$ cat src/rtl/ext_irq_pkg.sv
package ext_irq_pkg;
  typedef enum logic [1:0] {
    SENSE_LOW  = 2'b00,
    SENSE_RSVD = 2'b01,
    SENSE_FALL = 2'b10,
    SENSE_RISE = 2'b11
  } sense_e;
endpackage

$ cat src/rtl/eis_sync.sv
module eis_sync #(
  parameter int unsigned STAGES = 2
) (
  input  logic clk_i,
  input  logic rst_ni,
  input  logic d_i,
  output logic q_o
);
  logic [STAGES-1:0] chain_q;

  always_ff @(posedge clk_i or negedge rst_ni) begin
    if (!rst_ni) chain_q <= '1;
    else         chain_q <= {chain_q[STAGES-2:0], d_i};
  end

  assign q_o = chain_q[STAGES-1];
endmodule

$ cat src/rtl/eis_chan.sv
module eis_chan
  import ext_irq_pkg::*;
(
  input  logic   clk_i,
  input  logic   rst_ni,
  input  logic   pin_i,      // raw pin, level path
  input  logic   pin_sync_i, // synchronized pin, edge path
  input  logic   en_i,
  input  sense_e mode_i,
  input  logic   edge_ok_i,  // low while clock is halted or resettling
  input  logic   clr_i,
  output logic   flag_o,
  output logic   req_o,
  output logic   lvl_o
);
  logic prev_q, flag_q, set;
  logic rise, fall;

  always_ff @(posedge clk_i or negedge rst_ni) begin
    if (!rst_ni) prev_q <= 1'b1;
    else         prev_q <= pin_sync_i;
  end

  assign rise = pin_sync_i & ~prev_q;
  assign fall = ~pin_sync_i & prev_q;

  always_comb begin
    set = 1'b0;
    if (en_i && edge_ok_i) begin
      unique case (mode_i)
        SENSE_FALL: set = fall;
        SENSE_RISE: set = rise;
        default:    set = 1'b0;
      endcase
    end
  end

  // new event beats a same-cycle clear
  always_ff @(posedge clk_i or negedge rst_ni) begin
    if (!rst_ni) flag_q <= 1'b0;
    else         flag_q <= set | (flag_q & ~clr_i);
  end

  assign lvl_o  = en_i & (mode_i == SENSE_LOW) & ~pin_i;
  assign flag_o = flag_q;
  assign req_o  = en_i & (flag_q | lvl_o);

  a_r6_level_no_flag: assert property (@(posedge clk_i) disable iff (!rst_ni)
    (mode_i == SENSE_LOW) |=> !$rose(flag_q));
  a_r5_rsvd_no_flag: assert property (@(posedge clk_i) disable iff (!rst_ni)
    (mode_i == SENSE_RSVD) |=> !$rose(flag_q));
  a_r7_disabled_no_flag: assert property (@(posedge clk_i) disable iff (!rst_ni)
    !en_i |=> !$rose(flag_q));
  a_r8_clear: assert property (@(posedge clk_i) disable iff (!rst_ni)
    (clr_i && !set) |=> !flag_q);
  a_r9_set_wins: assert property (@(posedge clk_i) disable iff (!rst_ni)
    set |=> flag_q);
endmodule

$ cat src/rtl/ext_irq_sense.sv
module ext_irq_sense
  import ext_irq_pkg::*;
#(
  parameter int unsigned N_IRQ       = 4,
  parameter int unsigned SYNC_STAGES = 2
) (
  input  logic               clk_i,
  input  logic               rst_ni,
  input  logic [N_IRQ-1:0]   pin_i,
  input  logic [N_IRQ-1:0]   en_i,
  input  logic [2*N_IRQ-1:0] mode_i,
  input  logic               halt_i,
  input  logic [N_IRQ-1:0]   clr_i,
  output logic [N_IRQ-1:0]   flag_o,
  output logic [N_IRQ-1:0]   req_o,
  output logic               irq_o,
  output logic               wake_o
);
  localparam int unsigned CW = $clog2(SYNC_STAGES + 1);

  logic [CW-1:0]    settle_q;
  logic             edge_ok;
  logic [N_IRQ-1:0] pin_sync, lvl;

  // edges in flight when the clock stops are dropped until the chain refills
  always_ff @(posedge clk_i or negedge rst_ni) begin
    if (!rst_ni)              settle_q <= '0;
    else if (halt_i)          settle_q <= CW'(SYNC_STAGES);
    else if (settle_q != '0)  settle_q <= settle_q - CW'(1);
  end

  assign edge_ok = !halt_i && (settle_q == '0);

  for (genvar g = 0; g < N_IRQ; g++) begin : g_ch
    eis_sync #(.STAGES(SYNC_STAGES)) u_sync (
      .clk_i  (clk_i),
      .rst_ni (rst_ni),
      .d_i    (pin_i[g]),
      .q_o    (pin_sync[g])
    );
    eis_chan u_chan (
      .clk_i      (clk_i),
      .rst_ni     (rst_ni),
      .pin_i      (pin_i[g]),
      .pin_sync_i (pin_sync[g]),
      .en_i       (en_i[g]),
      .mode_i     (sense_e'(mode_i[2*g +: 2])),
      .edge_ok_i  (edge_ok),
      .clr_i      (clr_i[g]),
      .flag_o     (flag_o[g]),
      .req_o      (req_o[g]),
      .lvl_o      (lvl[g])
    );
  end

  assign irq_o  = |req_o;
  assign wake_o = halt_i & (|lvl);

  a_r10_halt_no_set: assert property (@(posedge clk_i) disable iff (!rst_ni)
    halt_i |=> ((flag_o & ~$past(flag_o)) == '0));
  a_r11_wake_implies_irq: assert property (@(posedge clk_i) disable iff (!rst_ni)
    wake_o |-> irq_o);
  a_r1_reset_clear: assert property (@(posedge clk_i)
    !rst_ni |=> (flag_o == '0));
endmodule

$ cat config.mk
export PLATFORM = sky130hd
export DESIGN_NAME = ext_irq_sense
export DESIGN_NICKNAME = d
export VERILOG_FILES = /design/src/rtl/ext_irq_pkg.sv /design/src/rtl/eis_sync.sv /design/src/rtl/eis_chan.sv /design/src/rtl/ext_irq_sense.sv
export SDC_FILE = /design/constraint.sdc
export NUM_CORES = 1
export LEC_CHECK = 0
export ABC_CLOCK_PERIOD_IN_PS = 1100
export BUFFER_PORTS_ARGS = -buffer_cell sky130_fd_sc_hd__buf_2
export CELL_PAD_IN_SITES_DETAIL_PLACEMENT = 1
export CELL_PAD_IN_SITES_GLOBAL_PLACEMENT = 1
export CORE_MARGIN = 2
export CORE_UTILIZATION = 32
export CTS_CLUSTER_SIZE = 28
export DETAILED_ROUTE_END_ITERATION = 12
export PLACE_DENSITY_LB_ADDON = 0.12
export REMOVE_ABC_BUFFERS = 1
export SKIP_CTS_REPAIR_TIMING = 1
export SLEW_MARGIN = 20
export SYNTH_ARGS = -nofsm -noshare
export SYNTH_HDL_FRONTEND = slang
export SYNTH_HIERARCHICAL = 1
export SYNTH_SLANG_ARGS = --single-unit
$ cat constraint.sdc
create_clock -name clk_i -period 1.1 [get_ports clk_i]
set_clock_uncertainty 0.1 [all_clocks]
set_input_delay 0.11 -clock clk_i [delete_from_list [all_inputs] [get_ports clk_i]]
set_output_delay 0.11 -clock clk_i [all_outputs]
set_load 0.1 [all_outputs]
==> After elaboration in Yosys (flattened, before gate mapping) <==
Cells that the tools add are included.
{ "word_totals": {"ff_bits": 18, "in_bits": 23, "out_inout_bits": 10, "word_cells": 96} }
{ "classes": {"addsub": 1, "n_eq_ne": 8, "mux": 10, "bitwise_logic": 49, "reduce_logical": 15} }
{ "op_table": {"columns": ["cell", "n"], "rows": [
  ["1-bit AND", 25],
  ["2-bit equality test, second input constant", 8],
  ["1-bit NOT", 16],
  ["2-bit zero test", 5],
  ["1-bit bitwise OR", 8],
  ["1-bit one-hot mux with 2 select lines", 4],
  ["4-bit OR reduction", 2],
  ["1-bit logical AND", 5],
  ["1-bit 2-to-1 mux", 4],
  ["2-bit 2-to-1 mux", 2],
  ["2-bit nonzero test", 2],
  ["2-bit by 1-bit subtractor with 2-bit output, second input constant", 1],
  ["1-bit zero test", 1]
]} }

==> Logic depth before layout (Yosys ltp) <==
{ "logic_depth": {"depth_word": 6, "ltp_mapped": 5, "ltp_nobuf": 5} }

==> Cells and area by module <==
The synthesis kept the hierarchy.
{ "by_module_without_submodules": {"columns": ["module", "instances", "cells_per_inst", "area_per_inst_um2", "seq_area_each_um2"], "rows": [
  ["eis_chan", 4, 10, 116.4, 51.3],
  ["eis_sync", 4, 2, 52.6, 52.6],
  ["ext_irq_sense", 1, 13, 127.6, 50.0]
]} }

==> Worst setup path before layout <==
Ideal clock, no wire load.
{ "synth_path": {"path_type": "register to output", "start": "register g_ch[1].u_chan.flag_q", "end": "output port irq_o", "arrival_ps": 2528, "t_required_ps": 890, "setup_slack_ps": -1638, "stages_incl_launch_ff": 3, "path_buffers": 0, "cell_sequence": "dfrtp_1 > a21o_1 > or4_1"} }
{ "synth_via": {"elab_chain_cells": 3} }
{ "synth_lines": {"columns": ["element", "line_no", "source"], "rows": [
  ["from (decl)", "eis_chan.sv:16", "logic prev_q, flag_q, set;"],
  ["from (signal assigned)", "eis_chan.sv:41", "else flag_q <= set | (flag_q & ~clr_i);"],
  ["1-bit bitwise OR", "eis_chan.sv:46", "assign req_o = en_i & (flag_q | lvl_o);"],
  ["1-bit AND", "eis_chan.sv:46", null],
  ["net req_o[1]", "ext_irq_sense.sv:15", "output logic [N_IRQ-1:0] req_o,"],
  ["4-bit OR reduction", "ext_irq_sense.sv:56", "assign irq_o = |req_o;"],
  ["to (decl)", "ext_irq_sense.sv:16", "output logic irq_o,"]
]} }
The timed path passes the listed nets, and every way through them passes these cells.

==> Worst setup path in the final report <==
{ "layout_path": {"start": "register g_ch[1].u_chan.flag_q", "end": "output port irq_o"} }
{ "layout_via": {"elab_chain_cells": 3} }
{ "layout_lines": {"columns": ["element", "line_no"], "rows": [
  ["1-bit bitwise OR", "eis_chan.sv:46"],
  ["1-bit AND", "eis_chan.sv:46"],
  ["4-bit OR reduction", "ext_irq_sense.sv:56"]
]} }
Every way passes these cells.

==> reports/results.ini <==
[run_status]
outcome = finished with violations
violations = negative setup slack

[pwr]
leakage_nw = 0.758
max-vdd-ir-drop_v = 0.000903
finalPower_mw = 1.91
p_per_area_mw_per_mm2 = 1190

[clock_network]
clock_sinks = 18
htreeDepth = 1
path_clk_slew_ns = 0.09
clock_path_buffers = 2
clock_latency_ns = 0.28
cts_tree = built
cts_made_buffers = 3
cts-root-buf = clkbuf_4

[setup_path]
path_delay_family = simple AND/OR/NAND/NOR gates
path_cells = a21o_1 > or4_4 > buf_12
path_class = flip-flop to output pin
cp_max_fo = 2
end_kind = output pin
worstRegToRegCells = 6
r2r-end = g_ch[0].u_chan/flag_o
regToRegSetupSlack_ns = -0.26
timing.rr.start = settle_q[0]
crit_required_ns = 0.89
crit_buf_inv = 1
cp.arrival_ns = 1.58
crit_slowest_cell = or4_4
cpPeakStageDelay_ns = 0.55
crit_path_start_kind = flip-flop

[die]
fp.dieArea_mm2 = 0.00293
core_mm2 = 0.00243
start_util = 0.330
die_x_um = 54.1
rows = 18
io_pins = 33
die_h_um = 54.1

[sta]
setup_viol = 16
fin_tns_setup_ns = -3.52
worst_slack_ns = -0.686
period_needed_ns = 1.79
maxSlewViolCount = 0
worstMarginPinSlew_ns = 0.392
hold_viol_final = 0
slew_headroom = 0.739
rsz0062_at_grt = true
whs_ns = 0.0398
period_share = 1.62
max_freq_mhz = 560

[finish]
layout_commonest_cell = buf_2
fin_area_mm2 = 0.00161
instances_no_fill = 165
layout.nets = 161
syn_to_final_growth_pct = 100
antenna_cells = 0
layout_common_cells = buf_2 (20), buf_4 (19), dlygate4sd3_1 (14), dfstp_2 (12), buf_12 (10)
drive_gt1_frac = 0.681
n_fill_cell = 256
final_util = 0.660

[synthesis]
syn_area_per_cell_um2 = 13.2
synth-seq-area-share = 0.579
syn_inst = 61
synth_warnings = 6
synth.area.top_cells = dfstp_2 (39%), dfrtp_1 (19%), nor4b_4 (12%)
yosysTopAreaCellShare = 0.393
syn_area_um2 = 803
ys_ff_latch = 18
ys_types = 16
yosysTopAreaCell = dfstp_2

[placement]
dp.cells = 146
placed_cell_area_mm2 = 0.00131
io_buffers = 32
globalplace.congestion = 0.623
dp_hpwl_um = 1590
post-place-ws_ns = -0.454

[grt]
track_usage = 0.151
grt_pass1_wl_um = 3000
grt_max_degree = 19
first_global_vias = 690
antenna_found_initial = 0
overflow = 0

[job]
drv_cap = 0

[drt]
drc = 0
viasPerCell = 4.65
drt_iter0_markers = 6
antenna_left = 0
drt-pass1-iter-count = 4
routed_wl_um = 2510
vias = 768
drt-wirelength-per-cell_um = 15.2

[hold_path]
min_from = en_i[3]
holdPathEnd = g_ch[3].u_chan/flag_o
hold_class = input port to flip-flop
min_path_cells = 3

[report_power, final]
group	internal, mW	total [mW]	switching [mW]
Clock	0.127	0.312	0.185
Sequential	0.738	0.773	0.0346
Combinational	0.433	0.827	0.394
Total	1.30	1.91	0.613
[routing by layer]
metal  part of all wire  track usage  wire [um]
met1               0.38        0.178        965
met4             0.0076       0.0875         19
met5                  0            0          0
met2               0.57        0.254       1430
met3              0.039       0.0278         99
[sequential cells by signal, indices dropped and copies added, names as in the netlist]
register and count:
g_ch.u_chan/flag_o 4, g_ch.u_sync/chain_q 8, g_ch.u_chan/prev_q 4, settle_q 2
[Yosys cell counts (all sizes together)]
cell type and number:
a21o 5, a21oi 4, and3b 4, dfrtp 6
dfstp 12, ha 1, inv 6, nand2b 2
nand3 4, nor2 5, nor2b 1, nor4b 4
o22ai 4, o41a 1, or4 1, xor2 1
[cells by family (layout without fill, tap and decap cells)]
group	after synthesis	count (layout)	share of synthesized area
and+or+nand+nor	21	21	0.249
AOI/OAI and AO/OA	14	14	0.117
adders and majority gates	1	1	0.0156
xor gates and xnor gates	1	1	0.0109
buffers and inverters	6	80	0.0280
DFF	18	18	0.579
[how the worst max path moves through the flow]
stage / start / endpoint / slack, ns / cells after the start
finish: g_ch[1].u_chan/flag_o / irq_o / -0.69 / 3
global route: g_ch[0].u_chan/flag_o / irq_o / -0.74 / 3
CTS: g_ch[1].u_chan/flag_o / irq_o / -0.79 / 3
detailed placement: g_ch[1].u_chan/flag_o / irq_o / -0.45 / 3
global placement: g_ch[1].u_chan/flag_o / irq_o / -0.45 / 3
floorplan: g_ch[1].u_chan/flag_o / irq_o / -1.64 / 2
[worst register-to-register path: stages (launching register included)]
cell and delay [ns]:
dfrtp_1 0.40, inv_1 0.08, ha_2 0.19, nor2b_4 0.17, buf_6 0.12, nand3_2 0.09
o22ai_2 0.13
[cell type report]
type | count | area [um^2] | area share
repair buffers | 71 | 677 | 0.421
flip-flops and latches | 18 | 465 | 0.290
multi-input cells | 37 | 382 | 0.238
well taps | 30 | 37.5 | 0.0234
clock buffers | 3 | 22.5 | 0.0140
inverters | 6 | 22.5 | 0.0140
No activity file was read; power rests on OpenSTA's default activity.
